`src/rtl/irq_router_pkg.sv`:
```
package irq_router_pkg;
    localparam int ADDR_W = 2;
    localparam logic [ADDR_W-1:0] ADDR_ROUTE = 2'd0;
    localparam logic [ADDR_W-1:0] ADDR_ENABLE = 2'd1;
    localparam logic [ADDR_W-1:0] ADDR_FLAGS = 2'd2;
endpackage

```
`src/rtl/irq_cfg_regs.sv`:
```
module irq_cfg_regs
    import irq_router_pkg::*;
#(
    parameter int NUM_EVT = 4,
    parameter int NUM_OUT = 12,
    parameter int SEL_W   = 4,
    parameter int DATA_W  = 32
) (
    input  logic                     clk,
    input  logic                     rst_n,
    input  logic                     we,
    input  logic [ADDR_W-1:0]        addr,
    input  logic [DATA_W-1:0]        wdata,
    output logic [NUM_EVT*SEL_W-1:0] route_d_o,
    output logic [NUM_EVT*SEL_W-1:0] route_q_o,
    output logic [NUM_OUT-1:0]       enable_d_o,
    output logic [NUM_OUT-1:0]       enable_q_o
);
    localparam int RW = NUM_EVT * SEL_W;

    typedef struct packed {
        logic [RW-1:0]      route;
        logic [NUM_OUT-1:0] enable;
    } cfg_t;

    cfg_t cfg_d, cfg_q;

    always_comb begin
        cfg_d = cfg_q;
        if (we && addr == ADDR_ROUTE)  cfg_d.route  = wdata[RW-1:0];
        if (we && addr == ADDR_ENABLE) cfg_d.enable = wdata[NUM_OUT-1:0];
    end

    always_ff @(posedge clk) begin
        if (!rst_n) begin
            cfg_q.route  <= '1;
            cfg_q.enable <= '0;
        end else begin
            cfg_q <= cfg_d;
        end
    end

    assign route_d_o  = cfg_d.route;
    assign route_q_o  = cfg_q.route;
    assign enable_d_o = cfg_d.enable;
    assign enable_q_o = cfg_q.enable;


    enable_write_only_chk: assert property (@(posedge clk) disable iff (!rst_n)
        !$stable(cfg_q.enable) |-> $past(we && addr == ADDR_ENABLE));
endmodule

```
`src/rtl/irq_event_latch.sv`:
```
module irq_event_latch #(
    parameter int NUM_EVT = 4
) (
    input  logic               clk,
    input  logic               rst_n,
    input  logic [NUM_EVT-1:0] evt_i,
    input  logic [NUM_EVT-1:0] clr_i,
    output logic [NUM_EVT-1:0] flag_d_o,
    output logic [NUM_EVT-1:0] flag_q_o
);
    typedef struct packed {
        logic [NUM_EVT-1:0] prev;
        logic [NUM_EVT-1:0] flag;
    } lat_t;

    lat_t lat_d, lat_q;
    logic [NUM_EVT-1:0] rise;
    logic [NUM_EVT-1:0] flag_nxt;

    for (genvar e = 0; e < NUM_EVT; e++) begin : g_evt
        assign rise[e]     = evt_i[e] & ~lat_q.prev[e];
        assign flag_nxt[e] = rise[e] | (lat_q.flag[e] & ~clr_i[e]);
    end

    always_comb begin
        lat_d      = lat_q;
        lat_d.prev = evt_i;
        lat_d.flag = flag_nxt;
    end

    always_ff @(posedge clk) begin
        if (!rst_n) lat_q <= '0;
        else        lat_q <= lat_d;
    end

    assign flag_d_o = lat_d.flag;
    assign flag_q_o = lat_q.flag;


    rise_sets_flag_chk: assert property (@(posedge clk) disable iff (!rst_n)
        (|rise) |=> ((lat_q.flag & $past(rise)) == $past(rise)));


    clear_drops_flag_chk: assert property (@(posedge clk) disable iff (!rst_n)
        (|(clr_i & ~rise)) |=> ((lat_q.flag & $past(clr_i & ~rise)) == '0));


    flag_set_needs_edge_chk: assert property (@(posedge clk) disable iff (!rst_n)
        ((lat_q.flag & ~$past(lat_q.flag)) & ~$past(evt_i)) == '0);
endmodule

```
`src/rtl/irq_route_combine.sv`:
```
module irq_route_combine #(
    parameter int NUM_EVT = 4,
    parameter int NUM_OUT = 12,
    parameter int SEL_W   = 4
) (
    input  logic [NUM_EVT-1:0]       flag_i,
    input  logic [NUM_EVT*SEL_W-1:0] route_i,
    input  logic [NUM_OUT-1:0]       enable_i,
    output logic [NUM_OUT-1:0]       irq_o
);
    for (genvar k = 0; k < NUM_OUT; k++) begin : g_out
        logic hit;
        always_comb begin
            hit = 1'b0;
            for (int e = 0; e < NUM_EVT; e++) begin
                if (flag_i[e] && route_i[e*SEL_W +: SEL_W] == SEL_W'(k)) hit = 1'b1;
            end
        end
        assign irq_o[k] = hit & enable_i[k];
    end
endmodule

```
`src/rtl/irq_event_router.sv`:
```
module irq_event_router
    import irq_router_pkg::*;
#(
    parameter int NUM_EVT = 4,
    parameter int NUM_OUT = 12,
    parameter int SEL_W   = 4,
    parameter int DATA_W  = 32
) (
    input  logic                clk,
    input  logic                rst_n,
    input  logic [NUM_EVT-1:0]  evt_in,
    input  logic                reg_we,
    input  logic [ADDR_W-1:0]   reg_addr,
    input  logic [DATA_W-1:0]   reg_wdata,
    output logic [DATA_W-1:0]   reg_rdata,
    output logic [NUM_OUT-1:0]  irq_out
);
    localparam int RW = NUM_EVT * SEL_W;

    typedef struct packed {
        logic [DATA_W-1:0]  rdata;
        logic [NUM_OUT-1:0] irq;
    } top_t;

    top_t top_d, top_q;

    logic [RW-1:0]      route_d, route_q;
    logic [NUM_OUT-1:0] enable_d, enable_q;
    logic [NUM_EVT-1:0] flag_d, flag_q, clr;
    logic [NUM_OUT-1:0] irq_nxt;

    assign clr = (reg_we && reg_addr == ADDR_FLAGS) ? reg_wdata[NUM_EVT-1:0] : '0;

    irq_cfg_regs #(.NUM_EVT(NUM_EVT), .NUM_OUT(NUM_OUT), .SEL_W(SEL_W), .DATA_W(DATA_W)) cfg_i (
        .clk(clk), .rst_n(rst_n), .we(reg_we), .addr(reg_addr), .wdata(reg_wdata),
        .route_d_o(route_d), .route_q_o(route_q),
        .enable_d_o(enable_d), .enable_q_o(enable_q)
    );

    irq_event_latch #(.NUM_EVT(NUM_EVT)) lat_i (
        .clk(clk), .rst_n(rst_n), .evt_i(evt_in), .clr_i(clr),
        .flag_d_o(flag_d), .flag_q_o(flag_q)
    );

    irq_route_combine #(.NUM_EVT(NUM_EVT), .NUM_OUT(NUM_OUT), .SEL_W(SEL_W)) comb_i (
        .flag_i(flag_d), .route_i(route_d), .enable_i(enable_d), .irq_o(irq_nxt)
    );

    always_comb begin
        top_d     = top_q;
        top_d.irq = irq_nxt;
        case (reg_addr)
            ADDR_ROUTE:  top_d.rdata = DATA_W'(route_q);
            ADDR_ENABLE: top_d.rdata = DATA_W'(enable_q);
            ADDR_FLAGS:  top_d.rdata = DATA_W'(flag_q);
            default:     top_d.rdata = '0;
        endcase
    end

    always_ff @(posedge clk) begin
        if (!rst_n) top_q <= '0;
        else        top_q <= top_d;
    end

    assign reg_rdata = top_q.rdata;
    assign irq_out   = top_q.irq;


    masked_line_low_chk: assert property (@(posedge clk) disable iff (!rst_n)
        (irq_out & ~enable_q) == '0);


    no_flag_no_irq_chk: assert property (@(posedge clk) disable iff (!rst_n)
        (flag_q == '0) |-> (irq_out == '0));


    unused_addr_zero_chk: assert property (@(posedge clk) disable iff (!rst_n)
        (reg_addr == 2'd3) |=> (reg_rdata == '0));
endmodule

```
`config.mk`:
```
export PLATFORM = sky130hd
export DESIGN_NAME = irq_event_router
export DESIGN_NICKNAME = d
export VERILOG_FILES = /design/src/rtl/irq_router_pkg.sv /design/src/rtl/irq_cfg_regs.sv /design/src/rtl/irq_event_latch.sv /design/src/rtl/irq_route_combine.sv /design/src/rtl/irq_event_router.sv
export SDC_FILE = /design/constraint.sdc
export NUM_CORES = 1
export LEC_CHECK = 0
export BUFFER_PORTS_ARGS = -buffer_cell sky130_fd_sc_hd__buf_4
export CORE_MARGIN = 2
export CORE_UTILIZATION = 54
export CTS_BUF_LIST = sky130_fd_sc_hd__clkbuf_4 sky130_fd_sc_hd__clkbuf_8 sky130_fd_sc_hd__clkbuf_16
export CTS_CLUSTER_DIAMETER = 100
export DETAILED_ROUTE_END_ITERATION = 12
export PLACE_DENSITY_LB_ADDON = 0.15
export SYNTH_ARGS = -nofsm -noshare
export SYNTH_HDL_FRONTEND = slang
export SYNTH_SLANG_ARGS = --single-unit
```
`constraint.sdc`:
```
create_clock -name clk -period 2.6 [get_ports clk]
set_input_delay 0.26 -clock clk [delete_from_list [all_inputs] [get_ports clk]]
set_output_delay 0.26 -clock clk [all_outputs]
set_load 0.005 [all_outputs]
```
==> results.txt, run 1 <==
Die area -> 7405 um2
Synth top cells by count -> dfxtp_1, mux2i_1, nand2_1
Met3 Use GR -> 0.03754
Critical Path AT -> 2.14 ns
Area Growth Syn to Fin -> 16.48%
Top post-synthesis cells by area -> dfxtp_1, mux2i_1, buf_4
Chip width -> 86.06 um
Setup TNS -> 0 ns
Core ar. -> 6422 um2
Hold slack -> 0.1164 ns
Synth top area share -> 0.3524
Rel. slew slack -> 0.6486
Final WL -> 8960 um
FF-to-FF End -> irq_out[2]
Critical Path End Type -> flop
Final net count -> 480
Post-CTS Hold Buffers -> 0
Least-Margin Pin Slew -> 0.5271 ns
Clk Tree Root Cell -> clkbuf_8
Ys flop type -> dfxtp_1
GRT Overall Usage -> 0.2472
Fin crit period -> 1.861 ns
Most frequent cell after synthesis -> dfxtp_1
Netlist cell types -> 51
Final Hold Viols -> 0
Clk_lat worst skew -> 0.36 ns
Worst r2r src -> lat_i.flag_q_o[0]
Remaining antenna violation count -> 0
Final setup viols -> 0
RSZ-0062 raised after global routing -> false
Async SR Flop Fraction -> 0
Worst path max stage delay -> 0.57 ns
R2R setup slack -> 1.02 ns
CP Launch Type -> primary input
Iteration-0 DRC Markers -> 162
Cells along the critical path -> buf_4, or3b_2, buf_4, mux2i_1, or4b_1, a41oi_2
Starting Density -> 0.5661
Hold Crit Depth -> 2
TritonCTS clock tree -> done
GR peak layer -> met2
Critical path fanouts, max -> 12
Fmax -> 0.5374 GHz
Hold Path Class -> primary input to flop
Avg WL per Cell -> 17.20 um
Die height -> 86.06 um
Hold path startpoint -> evt_in[0]
Worst R2R Path Depth -> 5
# rows -> 29
CTS Buffer Depth -> 2
Synthesis warning total -> 0
Post-CTS setup buffer count -> 0
Number of diodes -> 0
Post-DP HPWL -> 6231 um
Crit share post-route -> 0.7157
Worst EP required -> 2.88 ns
Grt met1 use -> 0.3228
Initial antenna violation count -> 0
Met2 usage -> 0.4045
Share of cells above drive strength 1 -> 0.2140
Routed via count -> 3077
DR vias/cell -> 5.906
Max-slew violation count -> 0
Sequential share of the synthesized area -> 0.3524
Worst Hold End -> lat_i.lat_q[4]
Vias in the first global route -> 2852
Dominant cell type by area after synthesis -> dfxtp_1
PwrDens -> 599.5 nW/um2
CTS Buf Count -> 9
Overflow after GRT -> 0
VDD IR max -> 0.0002914 V
Largest net degree at the start of global routing -> 42
Most frequent CP cell -> buf_4
Total of max-cap violations -> 0
I/O pin count -> 85
Seq cells post-synth -> 64
Post-Synthesis Cells -> 402
CTS sink cnt -> 64
Status -> finished clean
Clk_skew -> 0.01230 ns
Pleak -> 0.001854 uW
Buffers on Ports -> 52
Drt first pass iters -> 5
Final Wtd Congestion -> 0.8531
Syn Std Cell Area -> 3636 um2
Clock-pin slew on the worst setup and hold paths -> 0.07 ns
Kind of critical path -> primary input to flop
Syn Area/Cell -> 9.045 um2
Number of flops mapped to enable cells by yosys -> 0
DR DRC count -> 0
# H-tree levels -> 3
Highest-delay cell along the critical path -> or4b_1
CTS resizes -> 0
First-pass GRT wire length -> 14130 um
-- critical path, delay by kind of cell --
| family | cells | cell delay (ns) |
|---|---|---|
| AO/OA/AOI/OAI | 1 | 0.20 |
| AND/OR/NAND/NOR | 2 | 1.07 |
| multiplexers | 1 | 0.22 |
| buffers and inverters | 2 | 0.39 |
-- how the worst max path moves through the flow --
stage,startpoint,end,depth (start not counted)
floorplan,reg_addr[0],irq_out[8],7
global placement,reg_addr[1],irq_out[7],6
detailed placement,reg_addr[1],irq_out[2],6
CTS,reg_addr[1],irq_out[2],6
global route,reg_addr[1],irq_out[7],6
finish,reg_addr[1],irq_out[2],6
-- registers in the layout, indices dropped and copies added (netlist names) --
register and flops:
lat_i.lat_q 4, irq_out 12, cfg_i.enable_q_o 12, lat_i.flag_q_o 4, cfg_i.route_q_o 16, reg_rdata 16
-- stage by stage --
stage	instances	power (uW)	cell area, um2	utilization	setup slack (ns)
floorplan	417	1305	3692	-	0.6711
global placement	505	1392	3968	0.6178	0.4064
global route	521	2622	4235	0.6595	0.6627
finish	521	2539	4235	0.6595	0.7391
CTS	521	2550	4235	0.6595	0.7405
detailed placement	505	1399	3968	0.6178	0.3806
-- where the power goes --
part           internal [uW]  switching (uW)  total [uW]
clock network            735             422        1160
logic                    148             177         325
registers               1020            37.3        1060
total                   1900             637        2540
-- placed cells by master (no fill, tap or decap), types with 5 or more instances in the layout --
master	netlist	layout
nand4_1	8	8
clkbuf_8	0	9
inv_1	8	8
buf_4	18	60
o31a_1	5	5
nor4_1	12	12
nand3_1	14	14
nand2_1	35	35
nor2_1	19	19
nor4b_1	11	11
and2_1	15	15
o21ai_0	5	5
nand3b_1	5	5
mux2i_1	45	45
dfxtp_1	64	64
conb_1	1	16
nor3_1	6	6
nor2b_1	21	21
nand2b_1	14	14
-- cells by family (layout without fill, tap and decap cells) --
group / after synthesis / count (layout) / share of synthesized area
multiplexers: 55 / 55 / 0.1648
AO/OA/AOI/OAI: 38 / 38 / 0.08947
other: 1 / 16 / 0.001031
flip-flops: 64 / 64 / 0.3524
buffers and inverters: 58 / 85 / 0.08981
AND/OR/NAND/NOR: 186 / 186 / 0.3025
-- metal layers --
layer,part of all wire,wire [um]
met1,0.44,3921
met4,0.020,182
met2,0.48,4306
met5,0,0
met3,0.061,548
-- area by class of cell --
class	count	area (um2)
Clock inverter	7	143.9
Tap cell	77	96.34
Sequential cell	64	1281
Multi-Input combinational cell	295	2090
Inverter	8	30.03
Clock buffer	9	123.9
Fill cell	545	2187
Timing Repair Buffer	61	470.5
Power figures use the tool's default switching activity.
==> run 2, diff against run 1 <==
- clock period: 2.6 -> 1.8 ns (I/O delays scaled with it)
==> run 2 against run 1 <==
Wire length is 4.8% higher; utilization is 3.6 points higher; sequential share of layout area is 1.6 points lower; first-iteration DRC count is 1.2% higher; cell area is 5.4% higher; register-to-register slack worse by 0.84 ns; hold slack worse by 0.062 ns; power is 43% higher; setup slack worse by 0.71 ns; critical path type unchanged; critical endpoint is now irq_out[8]; largest power group unchanged.
==> results.txt, run 2 (same netlist as run 1, synthesis figures left out) <==
Clock-pin slew on the worst setup and hold paths -> 0.07 ns (about the same)
Vias in the first global route -> 2969 (was 2852)
Net Sw Frac -> 0.2495 (was 0.2507)
Clk_lat worst skew -> 0.35 ns (was 0.36 ns)
Internal -> 2724 uW (was 1903 uW)
Final net count -> 509 (was 480)
Die area -> 7405 um2 (unchanged)
Sequential Power Share -> 0.420 (was 0.416)
VDD IR max -> 0.0005214 V (was 0.0002914 V)
DR DRC count -> 0 (unchanged)
Comb power frac -> 0.146 (was 0.128)
CTS resizes -> 0 (unchanged)
Most frequent cells in the layout -> buf_4, dfxtp_1, mux2i_1, nand2_1, nor2b_1 (was dfxtp_1, buf_4, mux2i_1, nand2_1, nor2b_1)
Pleak -> 0.002002 uW (was 0.001854 uW)
# H-tree levels -> 3 (unchanged)
Worst EP required -> 2.09 ns (was 2.88 ns)
Crit share post-route -> 0.9837
Buffers on Ports -> 52 (unchanged)
Register Area -> 1281 um2 (unchanged)
Max-slew violation count -> 0 (unchanged)
Routed via count -> 3210 (was 3077)
Overflow after GRT -> 0 (unchanged)
TritonCTS clock tree -> done (unchanged)
Post-CTS Hold Buffers -> 0 (unchanged)
Final setup viols -> 0 (unchanged)
Initial antenna violation count -> 0 (unchanged)
Chip width -> 86.06 um (unchanged)
Iteration-0 DRC Markers -> 164 (was 162)
PwrDens -> 812.9 nW/um2 (was 599.5 nW/um2)
Clk Tree Root Cell -> clkbuf_8 (unchanged)
# rows -> 29 (unchanged)
Total of max-cap violations -> 0 (unchanged)
CP Launch Type -> primary input (unchanged)
Critical Path End Type -> flop (unchanged)
CTS sink cnt -> 64 (unchanged)
Commonest non-fill, non-tap cell in the layout -> buf_4 (was dfxtp_1)
Number of diodes -> 0 (unchanged)
Final Hold Viols -> 0 (unchanged)
Remaining antenna violation count -> 0 (unchanged)
CTS Buf Count -> 9 (unchanged)
Drt first pass iters -> 5 (unchanged)
Critical path fanouts, max -> 18 (was 12)
Dpl cell area -> 4203 um2 (was 3968 um2)
Starting Density -> 0.5661 (unchanged)
Psw -> 905.6 uW (was 636.5 uW)
Clk_skew -> 0.01185 ns (was 0.01230 ns)
Final Wtd Congestion -> 0.8947 (was 0.8531)
RSZ-0062 raised after global routing -> false (unchanged)
Status -> finished clean (unchanged)
Multi-input logic area -> 2103 um2 (was 2090 um2)
Final instance area -> 4466 um2 (was 4235 um2)
CTS Buffer Depth -> 2 (unchanged)
Die height -> 86.06 um (unchanged)
I/O pin count -> 85 (unchanged)
Overall power after layout -> 3630 uW (was 2539 uW)
Avg WL per Cell -> 17.07 um (was 17.20 um)
Final WL -> 9388 um (was 8960 um)
Post-CTS setup buffer count -> 0 (unchanged)
First-pass GRT wire length -> 14850 um (was 14130 um)
Share of cells above drive strength 1 -> 0.2643 (was 0.2140)
Fmax -> 0.5648 GHz
Kind of critical path -> primary input to flop (unchanged)
GRT Overall Usage -> 0.2577 (was 0.2472)
Fin crit period -> 1.771 ns
Hold Path Class -> primary input to flop (unchanged)
Post-DP HPWL -> 6877 um (was 6231 um)
Area Growth Syn to Fin -> 22.81% (was 16.48%)
Fillers -> 512 (was 545)
Clock Power Share -> 0.433 (was 0.456)
DR vias/cell -> 5.836 (was 5.906)
Largest net degree at the start of global routing -> 26 (was 42)
Critical Path AT -> 2.06 ns (was 2.14 ns)
Core ar. -> 6422 um2 (unchanged)
-- run 2: changes by cell type in the layout (fill, tap and decap cells not counted) --
cell / change
nor3b_1: -1
clkinv_2: +1
buf_4: +28
mux2i_2: -1
mux2i_4: +1
clkbuf_8: +2
clkinvlp_4: -1
nor3b_2: +1
bufinv_16: -1
clkinv_4: -1
buf_12: +1
-- run 2: routing by layer --
metal	share of wire	routed length (um)	up-vias	track usage
met5	0	0	-	0
met4	0.013	125	0	0.07504
met3	0.054	505	12	0.04716
met2	0.49	4557	112	0.4285
met1	0.45	4199	1542	0.3413
li1	-	-	1544	-
-- run 2: final timing paths --
| path | from | endpoint | slack [ns] | cells after the start |
|---|---|---|---|---|
| min reg2reg | cfg_i.enable_q_o[5] | reg_rdata[5] | 0.51 | 2 |
| max reg2reg | lat_i.flag_q_o[2] | irq_out[3] | 0.18 | 6 |
| max | reg_addr[1] | irq_out[8] | 0.03 | 7 |
| min | evt_in[1] | lat_i.lat_q[5] | 0.05 | 2 |
-- run 2: power by group through the flow --
stage / registers, uW / clock network (uW) / logic [uW]
2_1_floorplan: 1530 / 0 / 354
3_3_place_gp: 1550 / 0 / 511
3_5_place_dp: 1560 / 0 / 522
4_1_cts: 1520 / 1580 / 526
5_1_grt: 1530 / 1640 / 578
6_report: 1530 / 1570 / 531
-- run 2: final cells by class --
| cell class | count | area share |
|---|---|---|
| clock inverters | 5 | 0.02298 |
| inverters | 8 | 0.006725 |
| repair buffers | 90 | 0.1569 |
| flip-flops and latches | 64 | 0.2869 |
| well taps | 77 | 0.02157 |
| clock buffers | 11 | 0.03390 |
| multi-input cells | 295 | 0.4710 |
-- run 2: per-stage QoR --
stage	TNS [ns]	hold WS, ns	cells	utilization	worst slack [ns]
6_report	0	0.05423	550	0.6953	0.02939
5_1_grt	0	0.06193	550	0.6953	0.007814
4_1_cts	0	0.04958	550	0.6939	0.07373
3_5_place_dp	-2.584	0.4080	534	0.6544	-0.2641
3_3_place_gp	-2.500	0.3907	534	0.6544	-0.2724
2_1_floorplan	-0.01939	0.3017	417	-	-0.01362
-- run 2: critical path: stages --
cell and delay (ns):
buf_4 0.11, or3b_2 0.56, buf_12 0.21, buf_12 0.15, or4_1 0.46, a21oi_1 0.21
o41a_1 0.17
